$ cat src/rtl/eqpwm_pkg.sv
package eqpwm_pkg;

   // Position of a carrier period inside its pair
   typedef enum logic {
      PH_EVEN = 1'b0,
      PH_ODD  = 1'b1
   } pair_phase_e;

   // Counter width able to hold 0 .. period-1
   function automatic int cnt_width(input int period);
      return (period > 1) ? $clog2(period) : 1;
   endfunction

endpackage

$ cat src/rtl/carrier_timer.sv
module carrier_timer
   import eqpwm_pkg::*;
#(
   parameter int PERIOD = 4000,
   parameter int CNT_W  = cnt_width(PERIOD)
) (
   input  logic             clk,
   input  logic             rst_n,
   output logic [CNT_W-1:0] cnt,
   output logic             period_end,
   output logic             pair_end,
   output pair_phase_e      phase
);

   localparam logic [CNT_W-1:0] LAST = CNT_W'(PERIOD - 1);

   initial begin
      assert (PERIOD >= 2) else $error("carrier_timer: PERIOD must be at least 2");
      assert ((1 << CNT_W) >= PERIOD) else $error("carrier_timer: CNT_W too narrow");
   end

   assign period_end = (cnt == LAST);
   assign pair_end   = period_end && (phase == PH_ODD);

   always_ff @(posedge clk or negedge rst_n) begin
      if (!rst_n) begin
         cnt   <= '0;
         phase <= PH_EVEN;
      end else if (period_end) begin
         cnt   <= '0;
         phase <= (phase == PH_EVEN) ? PH_ODD : PH_EVEN;
      end else begin
         cnt   <= cnt + 1'b1;
      end
   end


   cnt_range_chk: assert property (@(posedge clk) disable iff (!rst_n)
      cnt <= LAST);


   phase_flip_chk: assert property (@(posedge clk) disable iff (!rst_n)
      period_end |=> (phase != $past(phase)));


   phase_hold_chk: assert property (@(posedge clk) disable iff (!rst_n)
      !period_end |=> $stable(phase));

endmodule

$ cat src/rtl/width_equalizer.sv
module width_equalizer #(
   parameter int DUTY_W = 16
) (
   input  logic              clk,
   input  logic              rst_n,
   input  logic              sample_en,
   input  logic              load_en,
   input  logic [DUTY_W-1:0] cmd,
   output logic [DUTY_W-1:0] width
);

   localparam int SUM_W = DUTY_W + 1;

   initial begin
      assert (DUTY_W >= 1) else $error("width_equalizer: DUTY_W must be positive");
   end

   logic [DUTY_W-1:0] prev_cmd;
   logic [SUM_W-1:0]  pair_sum;
   logic [DUTY_W-1:0] pair_avg;

   // Newest command is on the input at the sampling edge; the older one is held.
   assign pair_sum = {1'b0, cmd} + {1'b0, prev_cmd};
   assign pair_avg = pair_sum[SUM_W-1:1];

   always_ff @(posedge clk or negedge rst_n) begin
      if (!rst_n) begin
         prev_cmd <= '0;
      end else if (sample_en) begin
         prev_cmd <= cmd;
      end
   end

   always_ff @(posedge clk or negedge rst_n) begin
      if (!rst_n) begin
         width <= '0;
      end else if (load_en) begin
         width <= pair_avg;
      end
   end


   hist_hold_chk: assert property (@(posedge clk) disable iff (!rst_n)
      !sample_en |=> $stable(prev_cmd));


   width_hold_chk: assert property (@(posedge clk) disable iff (!rst_n)
      !load_en |=> $stable(width));


   width_bound_chk: assert property (@(posedge clk) disable iff (!rst_n)
      load_en |=> (width <= (($past(cmd) > $past(prev_cmd)) ? $past(cmd) : $past(prev_cmd))));

endmodule

$ cat src/rtl/pulse_compare.sv
module pulse_compare #(
   parameter int CNT_W  = 12,
   parameter int DUTY_W = 16
) (
   input  logic [CNT_W-1:0]  cnt,
   input  logic [DUTY_W-1:0] width,
   input  logic              steer,
   output logic              pulse,
   output logic              diag_a,
   output logic              diag_b
);

   localparam int CMP_W = (DUTY_W > CNT_W) ? DUTY_W : CNT_W;

   logic [CMP_W-1:0] cnt_x;
   logic [CMP_W-1:0] width_x;

   generate
      if (DUTY_W > CNT_W) begin : g_pad_cnt
         assign cnt_x   = {{(DUTY_W - CNT_W){1'b0}}, cnt};
         assign width_x = width;
      end else if (DUTY_W == CNT_W) begin : g_same
         assign cnt_x   = cnt;
         assign width_x = width;
      end else begin : g_pad_width
         assign cnt_x   = cnt;
         assign width_x = {{(CNT_W - DUTY_W){1'b0}}, width};
      end
   endgenerate

   assign pulse  = (cnt_x < width_x);
   assign diag_a = pulse & steer;
   assign diag_b = pulse & ~steer;

endmodule

$ cat src/rtl/eqpwm_modulator.sv
module eqpwm_modulator
   import eqpwm_pkg::*;
#(
   parameter int PERIOD = 4000,
   parameter int DUTY_W = 16
) (
   input  logic              clk,
   input  logic              rst_n,
   input  logic [DUTY_W-1:0] duty_cmd,
   input  logic              sign_in,
   output logic              pulse_out,
   output logic              steer_out,
   output logic              gate_a,
   output logic              gate_b,
   output logic              unfold_out
);

   localparam int CNT_W = cnt_width(PERIOD);

   logic [CNT_W-1:0]  cnt;
   logic              period_end;
   logic              pair_end;
   pair_phase_e       phase;
   logic [DUTY_W-1:0] width;
   logic              unfold_q;

   carrier_timer #(
      .PERIOD (PERIOD),
      .CNT_W  (CNT_W)
   ) u_timer (
      .clk        (clk),
      .rst_n      (rst_n),
      .cnt        (cnt),
      .period_end (period_end),
      .pair_end   (pair_end),
      .phase      (phase)
   );

   width_equalizer #(
      .DUTY_W (DUTY_W)
   ) u_equalizer (
      .clk       (clk),
      .rst_n     (rst_n),
      .sample_en (period_end),
      .load_en   (pair_end),
      .cmd       (duty_cmd),
      .width     (width)
   );

   assign steer_out = (phase == PH_ODD);

   pulse_compare #(
      .CNT_W  (CNT_W),
      .DUTY_W (DUTY_W)
   ) u_compare (
      .cnt    (cnt),
      .width  (width),
      .steer  (steer_out),
      .pulse  (pulse_out),
      .diag_a (gate_a),
      .diag_b (gate_b)
   );

   always_ff @(posedge clk or negedge rst_n) begin
      if (!rst_n) begin
         unfold_q <= 1'b0;
      end else if (pair_end) begin
         unfold_q <= sign_in;
      end
   end

   assign unfold_out = unfold_q;


   gate_excl_chk: assert property (@(posedge clk) disable iff (!rst_n)
      !(gate_a && gate_b));


   gate_cover_chk: assert property (@(posedge clk) disable iff (!rst_n)
      pulse_out |-> (gate_a || gate_b));


   unfold_hold_chk: assert property (@(posedge clk) disable iff (!rst_n)
      !pair_end |=> $stable(unfold_out));


   pulse_start_chk: assert property (@(posedge clk) disable iff (!rst_n)
      $rose(pulse_out) |-> (cnt == '0));

endmodule

$ cat config.mk
export PLATFORM = sky130hd
export DESIGN_NAME = eqpwm_modulator
export DESIGN_NICKNAME = d
export VERILOG_FILES = /design/src/rtl/eqpwm_pkg.sv /design/src/rtl/carrier_timer.sv /design/src/rtl/width_equalizer.sv /design/src/rtl/pulse_compare.sv /design/src/rtl/eqpwm_modulator.sv
export SDC_FILE = /design/constraint.sdc
export NUM_CORES = 1
export LEC_CHECK = 0
export ABC_AREA = 1
export BUFFER_PORTS_ARGS = -buffer_cell sky130_fd_sc_hd__buf_2
export CORE_MARGIN = 2
export CORE_UTILIZATION = 50
export DETAILED_ROUTE_END_ITERATION = 10
export PLACE_DENSITY_LB_ADDON = 0.05
export SKIP_CTS_REPAIR_TIMING = 1
export SLEW_MARGIN = 0
export SYNTH_ARGS = -nofsm -noshare
export SYNTH_HDL_FRONTEND = slang
export SYNTH_SLANG_ARGS = --single-unit
$ cat constraint.sdc
create_clock -name clk -period 2.9 [get_ports clk]
set_clock_uncertainty 0.2 [all_clocks]
set_input_delay 0.29 -clock clk [delete_from_list [all_inputs] [get_ports clk]]
set_output_delay 0.29 -clock clk [all_outputs]
set_load 0.02 [all_outputs]
Yosys cells after proc, flatten, opt, wreduce, memory -nomap -nowiden:

Cells that the tools add are included.

* bits in registers: 46
* bits in latches: 0
* memory bits (writable): 0
* memory bits (read-only): 0
* input bits: 19
* output and inout bits: 5
* logic and storage cells: 15
* memories kept: 0

* add/sub/neg operators: 2
* multipliers: 0
* divide/modulo/power cells: 0
* magnitude comparators: 1
* equal/unequal tests: 1
* shift-type cells: 0
* multiplexer cells: 2
* bitwise gates (word level): 3
* reductions and logical operators: 1

Operator list (count)
* $add A16 B16 Y17: 1
* $lt A12 B16 Y1: 1
* $add A12 B1 Y12 const B: 1
* $eq A12 B12 Y1 const B: 1
* $mux W12: 1
* $and A1 B1 Y1: 2
* $logic_and A1 B1 Y1: 1
* $mux W1: 1
* $not A1 Y1: 1

Longest topological paths before layout:

* depth in word-level cells: 2
* mapped depth: 12
* mapped depth without buffers: 12

By module:

A second synthesis with hierarchy kept.

* cells, all modules: 432
* area, all modules: 3235.6 um^2

By module, submodules not included
* width_equalizer: times used 1, cells an instance 275, area each 2115.8 um^2, sequential area each 800.8 um^2
* carrier_timer: times used 1, cells an instance 95, area each 750.7 um^2, sequential area each 325.3 um^2
* pulse_compare: times used 1, cells an instance 57, area each 329.1 um^2, sequential area each 0.0 um^2
* eqpwm_modulator: times used 1, cells an instance 5, area each 40.0 um^2, sequential area each 25.0 um^2

Worst setup path before layout:

OpenSTA, ideal clock, no wires.

* kind: register to output
* start: register u_timer.cnt[7]
* end: output port gate_a
* data arrival time: 1.394 ns
* required time: 2.410 ns
* slack: 1.016 ns
* stages on the path, launching flop included: 8
* path buffers: 0
* path through: dfrtp_1 > ha_1 > a21oi_1 > o21a_1 > nand2_1 > nand2_1 > nand2_1 > nor2_1

* word-level cells in the longest chain between the ends: 2

RTL lines
* start: declaration: line carrier_timer.sv:9 `output logic [CNT_W-1:0] cnt,`
* start signal: assignment: line carrier_timer.sv:33 `cnt <= cnt + 1'b1;`
* $lt A12 B16 Y1: line pulse_compare.sv:31 `assign pulse = (cnt_x < width_x);`
* $and A1 B1 Y1: line pulse_compare.sv:32 `assign diag_a = pulse & steer;`
* end: declaration: line eqpwm_modulator.sv:13 `output logic gate_a,`

Every way passes these cells.

Final worst setup path:

* start: register u_timer.cnt[7]
* end: output port gate_b

* word-level cells in the longest chain between the ends: 2

RTL lines
* $lt A12 B16 Y1: line pulse_compare.sv:31
* $and A1 B1 Y1: line pulse_compare.sv:33 `assign diag_b = pulse & ~steer;`
* end: declaration: line eqpwm_modulator.sv:14 `output logic gate_b,`

Every way passes these cells.

==> flow_summary.rst <==
.. list-table::
   :header-rows: 1

   * - Metric
     - Value
   * - Status
     - complete, but fails checks
   * - Violated checks
     - negative hold slack
   * - Final period util
     - between 80% and 90%
   * - Count of different cell masters after synthesis
     - 29
   * - Worst-case vdd ir drop
     - 0.000212 V
   * - Post-detailed-route via-to-cell ratio
     - ~4.7
   * - Total power divided by cell area
     - 375 mW/mm^2
   * - Routability congestion estimate from global placement
     - 0.810
   * - Final number of setup-violating endpoints
     - 0
   * - Initial cell density of the core
     - between 50% and 60%
   * - Antenna violation net count after detailed routing
     - 0
   * - Netlist area before placement
     - 0.00307 sq mm
   * - Number of storage elements in the synthesis netlist
     - 46
   * - Leakage component of the power
     - 1.92 nW
   * - Number of nets in the finished design
     - 508
   * - Cell count after synthesis
     - 434
   * - Die span in y
     - between 80 and 90 microns
   * - Data required time at the worst endpoint
     - 2.41 ns
   * - Syn nets
     - 481
   * - Overall die area
     - around 0.0068 sq mm
   * - Final cell utilization of the core
     - a little under three fifths
   * - Total track usage
     - roughly a fifth
   * - Buffers on Ports
     - 23
   * - H-Tree Level Count
     - 2
   * - TritonCTS clock tree
     - built
   * - Delay contributed by the slowest stage of the critical path
     - ~0.44 ns
   * - Clock slew at reported path FFs
     - around 0.090 ns
   * - Synth Area in Compound Gates
     - under 10%
   * - CTS sink cnt
     - 46
   * - Clock root cell
     - sky130_fd_sc_hd__clkbuf_8
   * - Nature of the critical path startpoint
     - flop
   * - Final-layout setup total negative slack
     - 0 ns
   * - XOR/XNOR share of the synthesized area
     - approximately 2.6%
   * - Highest achievable clock rate
     - 0.427 GHz
   * - Yosys warning total
     - 0
   * - Min Clock Period, post-route
     - 2.34 ns
   * - Setup slack after layout
     - 0.560 ns
   * - Maximum capacitance violations
     - 0
   * - Main combinational cell family by area after synthesis
     - simple AND/OR/NAND/NOR gates
   * - Overall die width
     - 82.3 microns
   * - Total Routed Length
     - 5810 microns
   * - Number of vias in the routed layout
     - ~2500
   * - Maximum number of pins on one net before global-route repair
     - 47
   * - Worst min path class
     - in2async
   * - Sort of element at the end of the critical path
     - primary output
   * - Fillcell total
     - ~600
   * - Critical path buffers and inverters
     - 1
   * - Post-synthesis area per instance
     - 7.07 sq um
   * - TritonCTS buffer count
     - 5
   * - Cell-by-cell listing of the critical path
     - ha_1 > a21oi_1 > o21a_1 > nand2_1 > nand2_1 > nand2_1 > nor2_1 > buf_2
   * - Maximum fanout along the worst path
     - 5
   * - P&R area growth vs syn
     - 9.87%
   * - Power Total
     - ~1.3 mW
   * - Pre-CTS setup slack
     - 0.605 ns
   * - Hold Fails Final Rpt
     - 49
   * - Worst-margin pin slew
     - 1.01 ns
   * - Rel. slew slack
     - 33.0%
   * - Setup repair after global routing missed its margin
     - false
   * - Count of inserted antenna diode cells
     - 0
   * - Routed wirelength normalized by instance count
     - between 10 and 15 microns
   * - Worst path slowest cell
     - sky130_fd_sc_hd__dfrtp_1
   * - Mux contribution to synthesized area
     - 0%
   * - Gate family responsible for the most delay along the worst path
     - flip-flops
   * - Wire length of the first global-routing pass
     - roughly 11000 microns
   * - Proportion of layout cells with a drive suffix above 1
     - 8.44%
   * - Remaining global-route overflow
     - 0
   * - Final HPWL DP
     - 4330 microns
   * - Number of max-slew violations in the final report
     - 0
   * - Detailed-router iteration count before antenna repair
     - 4
   * - Number of placement rows
     - 28
   * - Number of antenna violations at the first check in global routing
     - 0
   * - Share of synthesized cell area in and, or, nand and nor gates
     - 31.6%
   * - Num ports
     - 24
   * - Smallest hold slack
     - -0.0575 ns
   * - Area of the placeable core
     - just under 0.006 sq mm
   * - Number of global-route vias before repair
     - ~2400
   * - Arithmetic-cell share of the synthesized area counting full adders, half adders and majority gates
     - roughly an eighth
   * - Worst EP arrival
     - 1.85 ns
   * - DRC marker count from the first detailed-route iteration
     - 125
   * - Critical path type
     - reg2out
   * - Source-to-sink clock delay at the later pin of the worst-skew pair
     - 0.31 ns
   * - Max Buffers Root-to-Sink
     - 2
   * - Worst path most repeated cell
     - sky130_fd_sc_hd__nand2_1
   * - Sequential area share after synthesis
     - 37.5%
   * - Drc violations
     - 0
report_power, final:
part           switching, mW  leakage [nW]  internal, mW
sequential                 0         0.461         0.641
combinational         0.0840          1.41        0.0500
clock                  0.232        0.0514         0.258
final timing paths:
path / startpoint / end / slack, ns / cells past startpoint
max: u_timer.cnt[7]$_DFF_PN0_ / gate_b / 0.56 / 8
min in group clk: duty_cmd[0] / u_equalizer.prev_cmd[0]$_DFFE_PN0N_ / 0 / 3
max in group asynchronous: rst_n / u_equalizer.prev_cmd[10]$_DFFE_PN0N_ / 1.93 / 1
min: rst_n / u_timer.cnt[0]$_DFF_PN0_ / -0.06 / 1
min reg2reg: unfold_out$_DFFE_PN0P_ / unfold_out$_DFFE_PN0P_ / 0.28 / 2
max reg2reg: u_timer.cnt[0]$_DFF_PN0_ / u_equalizer.width[15]$_DFFE_PN0P_ / 0.62 / 8
kinds of logic after synthesis:
family	after synthesis
flops	46
xor+xnor	9
buf+inv	77
fa+ha+maj	28
simple gates	236
compound gates	38
cell usage after synthesis:
cell                       count  area share [%]
sky130_fd_sc_hd__dfrtp_1      46              38
sky130_fd_sc_hd__nand4_1       1            0.20
sky130_fd_sc_hd__a21oi_1      19             3.1
sky130_fd_sc_hd__fa_1          1            0.65
sky130_fd_sc_hd__o21ai_1       1            0.16
sky130_fd_sc_hd__nand3b_1      1            0.24
sky130_fd_sc_hd__xor2_1        9             2.6
sky130_fd_sc_hd__or2_1         1            0.20
sky130_fd_sc_hd__buf_2         2            0.33
sky130_fd_sc_hd__and2_1        1            0.20
sky130_fd_sc_hd__nand2_1     178              22
sky130_fd_sc_hd__inv_2         1            0.12
sky130_fd_sc_hd__nor3_1        4            0.65
sky130_fd_sc_hd__nand3_1      19             3.1
sky130_fd_sc_hd__nor2_2        2            0.41
sky130_fd_sc_hd__buf_4         1            0.24
sky130_fd_sc_hd__o21bai_1      1            0.24
sky130_fd_sc_hd__and3_1        1            0.20
sky130_fd_sc_hd__o21ai_0      14             2.3
sky130_fd_sc_hd__nor2_8        1            0.65
sky130_fd_sc_hd__buf_6         2            0.73
sky130_fd_sc_hd__ha_1         27              11
sky130_fd_sc_hd__o21a_1        2            0.49
sky130_fd_sc_hd__or2_2         3            0.61
sky130_fd_sc_hd__clkbuf_1      1            0.12
sky130_fd_sc_hd__nand3_4       1            0.57
sky130_fd_sc_hd__a31oi_1       1            0.20
sky130_fd_sc_hd__nor2_1       23             2.8
sky130_fd_sc_hd__inv_1        70             8.6
cells in the final DEF, fill, tap and decap left out, types with 3 or more instances in the layout:
cell | Yosys | routed
sky130_fd_sc_hd__inv_1 | 70 | 70
sky130_fd_sc_hd__nor3_1 | 4 | 4
sky130_fd_sc_hd__a21oi_1 | 19 | 19
sky130_fd_sc_hd__buf_2 | 2 | 23
sky130_fd_sc_hd__o21ai_0 | 14 | 14
sky130_fd_sc_hd__ha_1 | 27 | 27
sky130_fd_sc_hd__clkbuf_8 | 0 | 5
sky130_fd_sc_hd__or2_2 | 3 | 3
sky130_fd_sc_hd__nand2_1 | 178 | 178
sky130_fd_sc_hd__xor2_1 | 9 | 9
sky130_fd_sc_hd__dfrtp_1 | 46 | 46
sky130_fd_sc_hd__nand3_1 | 19 | 19
sky130_fd_sc_hd__nor2_1 | 23 | 23
state kept, by name, summed over array words and instances (netlist names):
signal	cells
u_timer.cnt	12
u_equalizer.width	16
u_timer.phase	1
unfold_out	1
u_equalizer.prev_cmd	16
layer usage:
| metal | GRT usage (%) | up-vias | part of all wire, % |
|---|---|---|---|
| met5 | 0 | - | 0 |
| met4 | 6.33 | 0 | 1.7 |
| met3 | 3.59 | 9 | 2.9 |
| met2 | 31.8 | 30 | 44 |
| met1 | 27.6 | 1090 | 51 |
| li1 | - | 1380 | - |
through the flow:
stage               cells  instance area [sq um]
global route          537                   3370
detailed placement    527                   3240
global placement      527                   3240
floorplan             434                   3070
CTS                   535                   3350
finish                537                   3370
cell type report:
cell class / instances / area, sq um / area share, %
tap: 75 / 93.8 / 2.78
inverter: 71 / 267 / 7.91
sequential: 46 / 1150 / 34.1
clock buffer: 6 / 72.6 / 2.15
clock inverter: 2 / 37.5 / 1.11
timing repair buffer: 26 / 143 / 4.23
multi-input combinational: 311 / 1610 / 47.7
Power figures use the tool's default switching activity.
